### src/rtl/swdt_pkg.sv
package swdt_pkg;
  typedef enum logic [1:0] {
    REG_OPT  = 2'd0,
    REG_CNT  = 2'd1,
    REG_CTL  = 2'd2,
    REG_NONE = 2'd3
  } reg_sel_e;

  localparam int unsigned OPT_SCALE = 3;
  localparam int unsigned OPT_P20   = 2;
  localparam int unsigned OPT_RST   = 1;
  localparam int unsigned CTL_MOUSE = 7;
  localparam int unsigned CTL_KBD   = 6;
  localparam int unsigned CTL_FORCE = 5;
  localparam int unsigned CTL_FIRED = 4;
  localparam int unsigned SEL_W     = 4;

  typedef struct packed {
    logic             scale_min;
    logic             p20_en;
    logic             rst_en;
    logic             mouse_en;
    logic             kbd_en;
    logic [SEL_W-1:0] sel;
  } cfg_t;
endpackage

### src/rtl/swdt_cfg_regs.sv
module swdt_cfg_regs
  import swdt_pkg::*;
#(
  parameter int unsigned DATA_W = 8
) (
  input  logic              clk,
  input  logic              rst_n,
  input  logic              wr_en_i,
  input  logic [1:0]        addr_i,
  input  logic [DATA_W-1:0] wdata_i,
  output cfg_t              cfg_o,
  output logic              force_o,
  output logic              fired_clr_o
);
  cfg_t cfg_q, cfg_n;
  logic opt_wr, ctl_wr;

  assign opt_wr = wr_en_i && (addr_i == REG_OPT);
  assign ctl_wr = wr_en_i && (addr_i == REG_CTL);

  always_comb begin
    cfg_n = cfg_q;
    if (opt_wr) begin
      cfg_n.scale_min = wdata_i[OPT_SCALE];
      cfg_n.p20_en    = wdata_i[OPT_P20];
      cfg_n.rst_en    = wdata_i[OPT_RST];
    end
    if (ctl_wr) begin
      cfg_n.mouse_en = wdata_i[CTL_MOUSE];
      cfg_n.kbd_en   = wdata_i[CTL_KBD];
      cfg_n.sel      = wdata_i[SEL_W-1:0];
    end
  end

  always_ff @(posedge clk or negedge rst_n) begin
    if (!rst_n) cfg_q <= '0;
    else        cfg_q <= cfg_n;
  end

  assign cfg_o       = cfg_q;
  assign force_o     = ctl_wr && wdata_i[CTL_FORCE];
  assign fired_clr_o = ctl_wr && !wdata_i[CTL_FIRED];
endmodule

### src/rtl/swdt_prescale.sv
module swdt_prescale #(
  parameter int unsigned TICKS_PER_MIN = 60
) (
  input  logic clk,
  input  logic rst_n,
  input  logic tick_i,
  input  logic restart_i,
  input  logic scale_min_i,
  output logic unit_tick_o
);
  localparam int unsigned PW = (TICKS_PER_MIN > 1) ? $clog2(TICKS_PER_MIN) : 1;
  localparam logic [PW-1:0] LAST = PW'(TICKS_PER_MIN - 1);

  logic [PW-1:0] pre_q, pre_n;
  logic          wrap;

  assign wrap = (pre_q == LAST);

  always_comb begin
    pre_n = pre_q;
    if (restart_i)   pre_n = '0;
    else if (tick_i) pre_n = wrap ? '0 : pre_q + 1'b1;
  end

  always_ff @(posedge clk or negedge rst_n) begin
    if (!rst_n) pre_q <= '0;
    else        pre_q <= pre_n;
  end

  assign unit_tick_o = tick_i && (!scale_min_i || wrap);
endmodule

### src/rtl/swdt_core.sv
module swdt_core #(
  parameter int unsigned CNT_W = 8
) (
  input  logic             clk,
  input  logic             rst_n,
  input  logic             cnt_wr_i,
  input  logic [CNT_W-1:0] cnt_wdata_i,
  input  logic             fired_clr_i,
  input  logic             force_i,
  input  logic             p20_hit_i,
  input  logic             act_hit_i,
  input  logic             unit_tick_i,
  output logic [CNT_W-1:0] count_o,
  output logic             fired_o,
  output logic             fire_now_o,
  output logic             irq_o,
  output logic             restart_o
);
  localparam logic [CNT_W-1:0] ONE = CNT_W'(1);

  logic [CNT_W-1:0] cnt_q, cnt_n, rel_q, rel_n;
  logic             fired_q, fired_n, irq_q;
  logic             live, armed, reload_evt, expire, fire_evt;

  assign live       = !fired_q;
  assign armed      = (cnt_q != '0);
  assign reload_evt = live && armed && act_hit_i && !cnt_wr_i;
  assign expire     = live && armed && unit_tick_i && (cnt_q == ONE)
                      && !cnt_wr_i && !reload_evt;
  assign fire_evt   = (live && (force_i || p20_hit_i)) || expire;

  always_comb begin
    cnt_n = cnt_q;
    if (fire_evt)                        cnt_n = '0;
    else if (cnt_wr_i)                   cnt_n = cnt_wdata_i;
    else if (reload_evt)                 cnt_n = rel_q;
    else if (live && armed && unit_tick_i) cnt_n = cnt_q - ONE;
  end

  always_comb begin
    rel_n = rel_q;
    if (cnt_wr_i && (cnt_wdata_i != '0)) rel_n = cnt_wdata_i;
  end

  always_comb begin
    fired_n = fired_q;
    if (fire_evt)         fired_n = 1'b1;
    else if (fired_clr_i) fired_n = 1'b0;
  end

  always_ff @(posedge clk or negedge rst_n) begin
    if (!rst_n) begin
      cnt_q   <= '0;
      rel_q   <= '0;
      fired_q <= 1'b0;
      irq_q   <= 1'b0;
    end else begin
      cnt_q   <= cnt_n;
      rel_q   <= rel_n;
      fired_q <= fired_n;
      irq_q   <= fire_evt;
    end
  end

  assign count_o    = cnt_q;
  assign fired_o    = fired_q;
  assign fire_now_o = fire_evt;
  assign irq_o      = irq_q;
  assign restart_o  = cnt_wr_i || reload_evt;
endmodule

### src/rtl/swdt_stretch.sv
module swdt_stretch #(
  parameter int unsigned LEN = 16
) (
  input  logic clk,
  input  logic rst_n,
  input  logic trig_i,
  output logic pulse_o
);
  localparam int unsigned RW = $clog2(LEN + 1);
  localparam logic [RW-1:0] FULL = RW'(LEN);

  logic [RW-1:0] rem_q, rem_n;

  always_comb begin
    rem_n = rem_q;
    if (trig_i)            rem_n = FULL;
    else if (rem_q != '0)  rem_n = rem_q - 1'b1;
  end

  always_ff @(posedge clk or negedge rst_n) begin
    if (!rst_n) rem_q <= '0;
    else        rem_q <= rem_n;
  end

  assign pulse_o = (rem_q != '0);
endmodule

### src/rtl/scaled_wdt.sv
module scaled_wdt
  import swdt_pkg::*;
#(
  parameter int unsigned DATA_W        = 8,
  parameter int unsigned TICKS_PER_MIN = 60,
  parameter int unsigned RST_LEN       = 16,
  parameter int unsigned SMI_CODE      = 2
) (
  input  logic              clk,
  input  logic              rst_n,
  input  logic              tick_i,
  input  logic              wr_en_i,
  input  logic [1:0]        addr_i,
  input  logic [DATA_W-1:0] wdata_i,
  output logic [DATA_W-1:0] rdata_o,
  input  logic              kbd_irq_i,
  input  logic              mouse_irq_i,
  input  logic              p20_i,
  output logic              irq_o,
  output logic [SEL_W-1:0]  irq_sel_o,
  output logic              smi_o,
  output logic              kbrst_o
);
  cfg_t              cfg;
  logic              force_req, fired_clr, cnt_wr, unit_tick, restart;
  logic              fire_now, fired_q, p20_hit, act_hit;
  logic [DATA_W-1:0] cnt_q;

  assign cnt_wr  = wr_en_i && (addr_i == REG_CNT);
  assign p20_hit = cfg.p20_en && p20_i;
  assign act_hit = (cfg.kbd_en && kbd_irq_i) || (cfg.mouse_en && mouse_irq_i);

  swdt_cfg_regs #(.DATA_W(DATA_W)) u_regs (
    .clk(clk), .rst_n(rst_n), .wr_en_i(wr_en_i), .addr_i(addr_i),
    .wdata_i(wdata_i), .cfg_o(cfg), .force_o(force_req), .fired_clr_o(fired_clr)
  );

  swdt_prescale #(.TICKS_PER_MIN(TICKS_PER_MIN)) u_pre (
    .clk(clk), .rst_n(rst_n), .tick_i(tick_i), .restart_i(restart),
    .scale_min_i(cfg.scale_min), .unit_tick_o(unit_tick)
  );

  swdt_core #(.CNT_W(DATA_W)) u_core (
    .clk(clk), .rst_n(rst_n), .cnt_wr_i(cnt_wr), .cnt_wdata_i(wdata_i),
    .fired_clr_i(fired_clr), .force_i(force_req), .p20_hit_i(p20_hit),
    .act_hit_i(act_hit), .unit_tick_i(unit_tick), .count_o(cnt_q),
    .fired_o(fired_q), .fire_now_o(fire_now), .irq_o(irq_o), .restart_o(restart)
  );

  swdt_stretch #(.LEN(RST_LEN)) u_rst (
    .clk(clk), .rst_n(rst_n), .trig_i(fire_now && cfg.rst_en), .pulse_o(kbrst_o)
  );

  always_comb begin
    rdata_o = '0;
    unique case (addr_i)
      REG_OPT: begin
        rdata_o[OPT_SCALE] = cfg.scale_min;
        rdata_o[OPT_P20]   = cfg.p20_en;
        rdata_o[OPT_RST]   = cfg.rst_en;
      end
      REG_CNT: rdata_o = cnt_q;
      REG_CTL: begin
        rdata_o[CTL_MOUSE]   = cfg.mouse_en;
        rdata_o[CTL_KBD]     = cfg.kbd_en;
        rdata_o[CTL_FIRED]   = fired_q;
        rdata_o[SEL_W-1:0]   = cfg.sel;
      end
      default: rdata_o = '0;
    endcase
  end

  assign irq_sel_o = cfg.sel;
  assign smi_o     = irq_o && (cfg.sel == SEL_W'(SMI_CODE));
endmodule

### config.mk
export PLATFORM = sky130hd
export DESIGN_NAME = scaled_wdt
export DESIGN_NICKNAME = d
export VERILOG_FILES = /design/src/rtl/swdt_pkg.sv /design/src/rtl/swdt_cfg_regs.sv /design/src/rtl/swdt_prescale.sv /design/src/rtl/swdt_core.sv /design/src/rtl/swdt_stretch.sv /design/src/rtl/scaled_wdt.sv
export SDC_FILE = /design/constraint.sdc
export NUM_CORES = 1
export LEC_CHECK = 0
export ABC_AREA = 1
export BUFFER_PORTS_ARGS = -buffer_cell sky130_fd_sc_hd__buf_2
export CAP_MARGIN = 20
export CORE_MARGIN = 4
export CORE_UTILIZATION = 41
export CTS_BUF_LIST = sky130_fd_sc_hd__clkbuf_2 sky130_fd_sc_hd__clkbuf_4 sky130_fd_sc_hd__clkbuf_8
export DETAILED_ROUTE_END_ITERATION = 10
export SYNTH_ARGS = -nofsm -noshare
export SYNTH_HDL_FRONTEND = slang
export SYNTH_SLANG_ARGS = --single-unit
### constraint.sdc
create_clock -name clk -period 1.65 [get_ports clk]
set_clock_uncertainty 0.1 [all_clocks]
set_input_delay 0.0825 -clock clk [delete_from_list [all_inputs] [get_ports clk]]
set_output_delay 0.0825 -clock clk [all_outputs]
set_load 0.02 [all_outputs]
Word level (Yosys, flattened, before mapping)
Index checks and enable logic that the tools add are counted.
- add/subtract/negate cells: 3
- equal/unequal tests: 5
- muxes and demuxes: 16
- reduce and logical (&&, ||, !) cells: 38
- operators with widths (operator ; count):
    $mux W8 ; 4
    $logic_and A1 B1 Y1 ; 20
    $mux W6 ; 3
    $reduce_bool A8 Y1 ; 2
    $mux W5 ; 2
    $pmux W3 S3 ; 1
    $eq A8 B1 Y1 const B ; 1
    $sub A8 B1 Y8 const B ; 1
    $add A6 B1 Y6 const B ; 1
    $eq A6 B6 Y1 const B ; 1
    $reduce_bool A2 Y1 ; 3
    $logic_not A1 Y1 ; 5
    $logic_or A1 B1 Y1 ; 5
    $reduce_bool A5 Y1 ; 1
    $sub A5 B1 Y5 const B ; 1
    $eq A4 B2 Y1 const B ; 1
    $pmux W1 S2 ; 2
    $pmux W2 S2 ; 1
    $reduce_bool A4 Y1 ; 1
    $mux W1 ; 3
    $eq A2 B1 Y1 const B ; 1
    $eq A2 B2 Y1 const B ; 1
    $logic_not A2 Y1 ; 1
- register bits: 38
- input port bits: 17
- output and inout port bits: 15
- logic and storage cells: 74

Longest topological paths before layout
- depth in word-level cells: 10
- mapped depth: 11
- depth with buffers taken out: 11

Cells and area by module
Synthesis repeated with hierarchy kept, for this count alone.
- cell total of the unflattened synthesis: 337
- area, all modules: 2506.2 sq um
- by module, submodules not included (module ; instances ; cells an instance ; area an instance (sq um) ; sequential area each (sq um)):
    swdt_core ; 1 ; 162 ; 1209.9 ; 450.4
    swdt_cfg_regs ; 1 ; 45 ; 417.9 ; 225.2
    swdt_prescale ; 1 ; 44 ; 364.1 ; 150.1
    swdt_stretch ; 1 ; 33 ; 260.2 ; 125.1
    scaled_wdt ; 1 ; 53 ; 254.0 ; 0.0

Worst setup path before layout
OpenSTA, ideal clock, no wires.
- path type: register -> register
- start: register u_core.cnt_q[0] (netlist: u_core.count_o[0])
- end: register u_core.cnt_q[1] (netlist: u_core.count_o[1])
- setup time: 0.117 ns
- data arrival time: 1.522 ns
- data required time: 1.433 ns
- path slack: -0.089 ns
- cell stages (with the launch flop): 12
- buffers on the path: 0
- period minus slack after synthesis: 1.739 ns
- cells stage by stage: dfrtp_1 > inv_1 > ha_1 > nand2_4 > inv_2 > nand2_2 > nand3_4 > nand2_8 > nor2_8 > nand2_4 > nand3_1 > nand2_1
- word-level cells in the longest chain between the ends: 8
- elaborated cells on any way between the ends: 17
- those cells by class: add/sub: 1; eq/ne: 1; mux: 4; reduce/logical: 11
- RTL lines (element ; RTL line ; text):
    start: declaration ; swdt_core.sv:21 ; logic [CNT_W-1:0] cnt_q, cnt_n, rel_q, rel_n;
    start signal: assignment ; swdt_core.sv:58 ; cnt_q <= cnt_n;
    branches (longest 8 deep; another with $sub A8 B1 Y8) ; -- ;
Several ways; the timed one is not identified. The select of a mux whose other input is x is not followed.
A chain may end at the register's enable or synchronous reset.

Worst setup path after layout
- start: register u_core.cnt_q[1] (netlist: u_core.count_o[1])
- end: register u_core.cnt_q[1] (netlist: u_core.count_o[1])
The elaborated chain is that of the path after synthesis.

==> flow_metrics.tcl <==
set metrics [dict create \
    status "finished, violations left" \
    violations "negative setup slack" \
    p_clk_share_pct 16.7 \
    postPlaceCellArea_um2 2840 \
    rsz0062_at_grt "true" \
    relSlewSlack_pct 67.5 \
    required_ps 1780 \
    drc 0 \
    maxCapViolCount 0 \
    holdPathEnd "u_pre.pre_q[1]$_DFFE_PN0P_" \
    clock_tree.buffer_depth 2 \
    drive_above_1_share_pct 31.1 \
    rr_worst_depth 11 \
    min_path_cells 3 \
    vias 2287 \
    die-area_um2 7240 \
    start_kind "register" \
    hp-class "primary input to register" \
    wirelength_um 6310 \
    h-tree-depth 2 \
    dpl.hpwl_um 4780 \
    initial_core_util_pct 43.2 \
    worstReg2RegEnd "u_core.count_o[1]$_DFFE_PN0P_" \
    max_clock_freq_mhz 602 \
    hold_violations 0 \
    syn_inst 325 \
    p_leak_nw 1.65 \
    grt_pass1_vias 2176 \
    ys_seq_elements 38 \
    drt_first_pass_iters 4 \
    core-area_um2 5640 \
    rows 27 \
    grt_util_all_layers_pct 18.1 \
    synth_cell_types 29 \
    final_cell_mix "nand2_1, dfrtp_1, inv_1, buf_2, buf_4" \
    finish.utilization_pct 56.3 \
    whs_ps 12.4 \
    cp.arrival_ps 1790 \
    antenna_left 0 \
    ir_drop_uv 965 \
    end_kind "register" \
    gp_congestion 0.878 \
    root_buffer "clkbuf_8" \
    drtIter0Drc 67 \
    grt_overflow 0 \
    grt_max_degree 39 \
    io_pins 32 \
    die_w_um 85.1 \
    final_common_cell "nand2_1" \
    syn_avg_cell_area_um2 7.50 \
    setup-violations-final 2 \
    ys.warnings.count 0 \
    cts.sinks 38 \
    syn_to_final_growth_pct 30.3 \
    r2r_slack_ps -10 \
    clock_latency_ps 290 \
    numCtsBuffers 5 \
    period_share_pct 101 \
    ys_seq_area_share_pct 39.0 \
    antenna_cells 0 \
    p_sw_share_pct 42.1 \
    final_nets 417 \
    pwr-share-comb_pct 53.7 \
    syn_area_um2 2440 \
    power_frac_seq_pct 29.6 \
    nFillCells 532 \
    fin_crit_ps 1660 \
    crit_path_max_fanout 8 \
    dp_cells 445 \
    p_switching_mw 2.03 \
    routedWlPerCell_um 13.6 \
    p_per_area_nw_per_um2 1520 \
    tightest_slew_ps 487 \
    p_int_mw 2.80 \
    grt_pass1_wl_um 10300 \
    tns_ps -10.8 \
    finalMaxSlewViolations 0 \
    fin_area_um2 3170 \
    setup_slack_ps -10.0 \
    syn_nets 351 \
    io_buffers 31 \
    antenna_found_initial 0 \
    holdCritStartpoint "tick_i" \
    timing.rr.start "u_core.count_o[1]$_DFFE_PN0P_" \
    path_clk_slew_ps 80 \
    dieHeight_um 85.1 \
    vias_per_cell 4.93 \
    cts_tree "done" \
    stdcell_count 464 \
    worst-setup-path-type "register to register" \
]
-- routing by layer --
| metal | vias to the layer above | GRT usage [%] | routed length [um] |
|---|---|---|---|
| met1 | 1076 | 23.2 | 2860 |
| met2 | 36 | 30.3 | 3110 |
| met3 | 10 | 3.69 | 179 |
| met5 | - | 0 | 0 |
| li1 | 1165 | - | - |
| met4 | 0 | 6.04 | 160 |
-- worst max-delay path: stages, from the launching register on --
cell and delay [ps]:
dfrtp_1 370, inv_2 60, ha_4 160, nand2_4 90
nor2_4 40, nor2_4 180, nand2_2 90, nor2_4 180
nor2_8 70, nand2_8 100, nand3_2 90, nand2_2 80
-- metrics by stage --
stage,worst slack (ps),power [mW]
6_report,-10.0,4.83
5_1_grt,-135,5.23
4_1_cts,-18.1,4.59
3_5_place_dp,-69.2,3.72
3_3_place_gp,-101,3.69
2_1_floorplan,30.8,2.93
-- synth_stat cells, drive strengths merged --
cell type,n,area [um^2]
xnor2,2,17.5
nand3,38,208
inv,39,146
o21ai,25,129
nand4,7,43.8
nor3b,2,15.0
nor2,40,220
clkbuf,1,3.75
nand2,97,405
buf,9,55.1
xor2,8,70.1
nor3,1,5.00
nor4,2,12.5
ha,9,113
a21oi,6,30.0
dfrtp,38,951
mux2,1,11.3
-- state kept, by name (all words and copies together) (netlist names) --
| signal | cells |
|---|---|
| u_core.irq_o | 1 |
| u_core.fired_o | 1 |
| u_regs.cfg_o | 9 |
| u_core.rel_q | 8 |
| u_core.count_o | 8 |
| u_rst.rem_q | 5 |
| u_pre.pre_q | 6 |
-- timing repair --
item | in CTS | in global routing
hold endpoints to repair | 43 | 0
hold buffers | 4 | 0
setup endpoints to repair | 13 | 17
pin swaps | 1 | 14
cloned | 0 | 1
buffers inserted | 0 | 6
gates resized for setup | 10 | 28
-- layout make-up --
cell class | count | area [um^2] | share of cell area [%]
Multi-Input combinational cell | 239 | 1410 | 44.5
Sequential cell | 38 | 951 | 30.0
Timing Repair Buffer | 68 | 460 | 14.5
Inverter | 39 | 146 | 4.61
Tap cell | 72 | 90.1 | 2.84
Clock buffer | 5 | 68.8 | 2.17
Clock inverter | 3 | 45.0 | 1.42
-- worst max-delay path by stage --
stage	from	endpoint	slack [ps]
6_report	u_core.count_o[1]$_DFFE_PN0P_	u_core.count_o[1]$_DFFE_PN0P_	-10
5_1_grt	u_core.count_o[0]$_DFFE_PN0P_	u_core.count_o[1]$_DFFE_PN0P_	-130
4_1_cts	u_pre.pre_q[1]$_DFFE_PN0P_	u_rst.rem_q[0]$_DFFE_PN0P_	-20
3_5_place_dp	u_pre.pre_q[1]$_DFFE_PN0P_	u_rst.rem_q[0]$_DFFE_PN0P_	-70
3_3_place_gp	u_pre.pre_q[0]$_DFFE_PN0P_	u_rst.rem_q[3]$_DFFE_PN0P_	-100
2_1_floorplan	u_core.count_o[0]$_DFFE_PN0P_	u_core.count_o[1]$_DFFE_PN0P_	30
-- power by group through the flow --
stage | sequential (mW) | combinational [mW] | clock [mW]
floorplan | 1.46 | 1.47 | 0
global placement | 1.43 | 2.26 | 0
detailed placement | 1.44 | 2.28 | 0
CTS | 1.42 | 2.34 | 0.828
global route | 1.47 | 2.89 | 0.877
finish | 1.43 | 2.60 | 0.806
-- cells by family after synthesis --
group | Yosys count | synth area share, %
simple gates | 187 | 37.3
buf+inv | 49 | 8.42
flops | 38 | 39.0
compound gates | 31 | 6.52
xor+xnor | 10 | 3.60
fa+ha+maj | 9 | 4.62
mux | 1 | 0.462
Power figures use the tool's default switching activity.
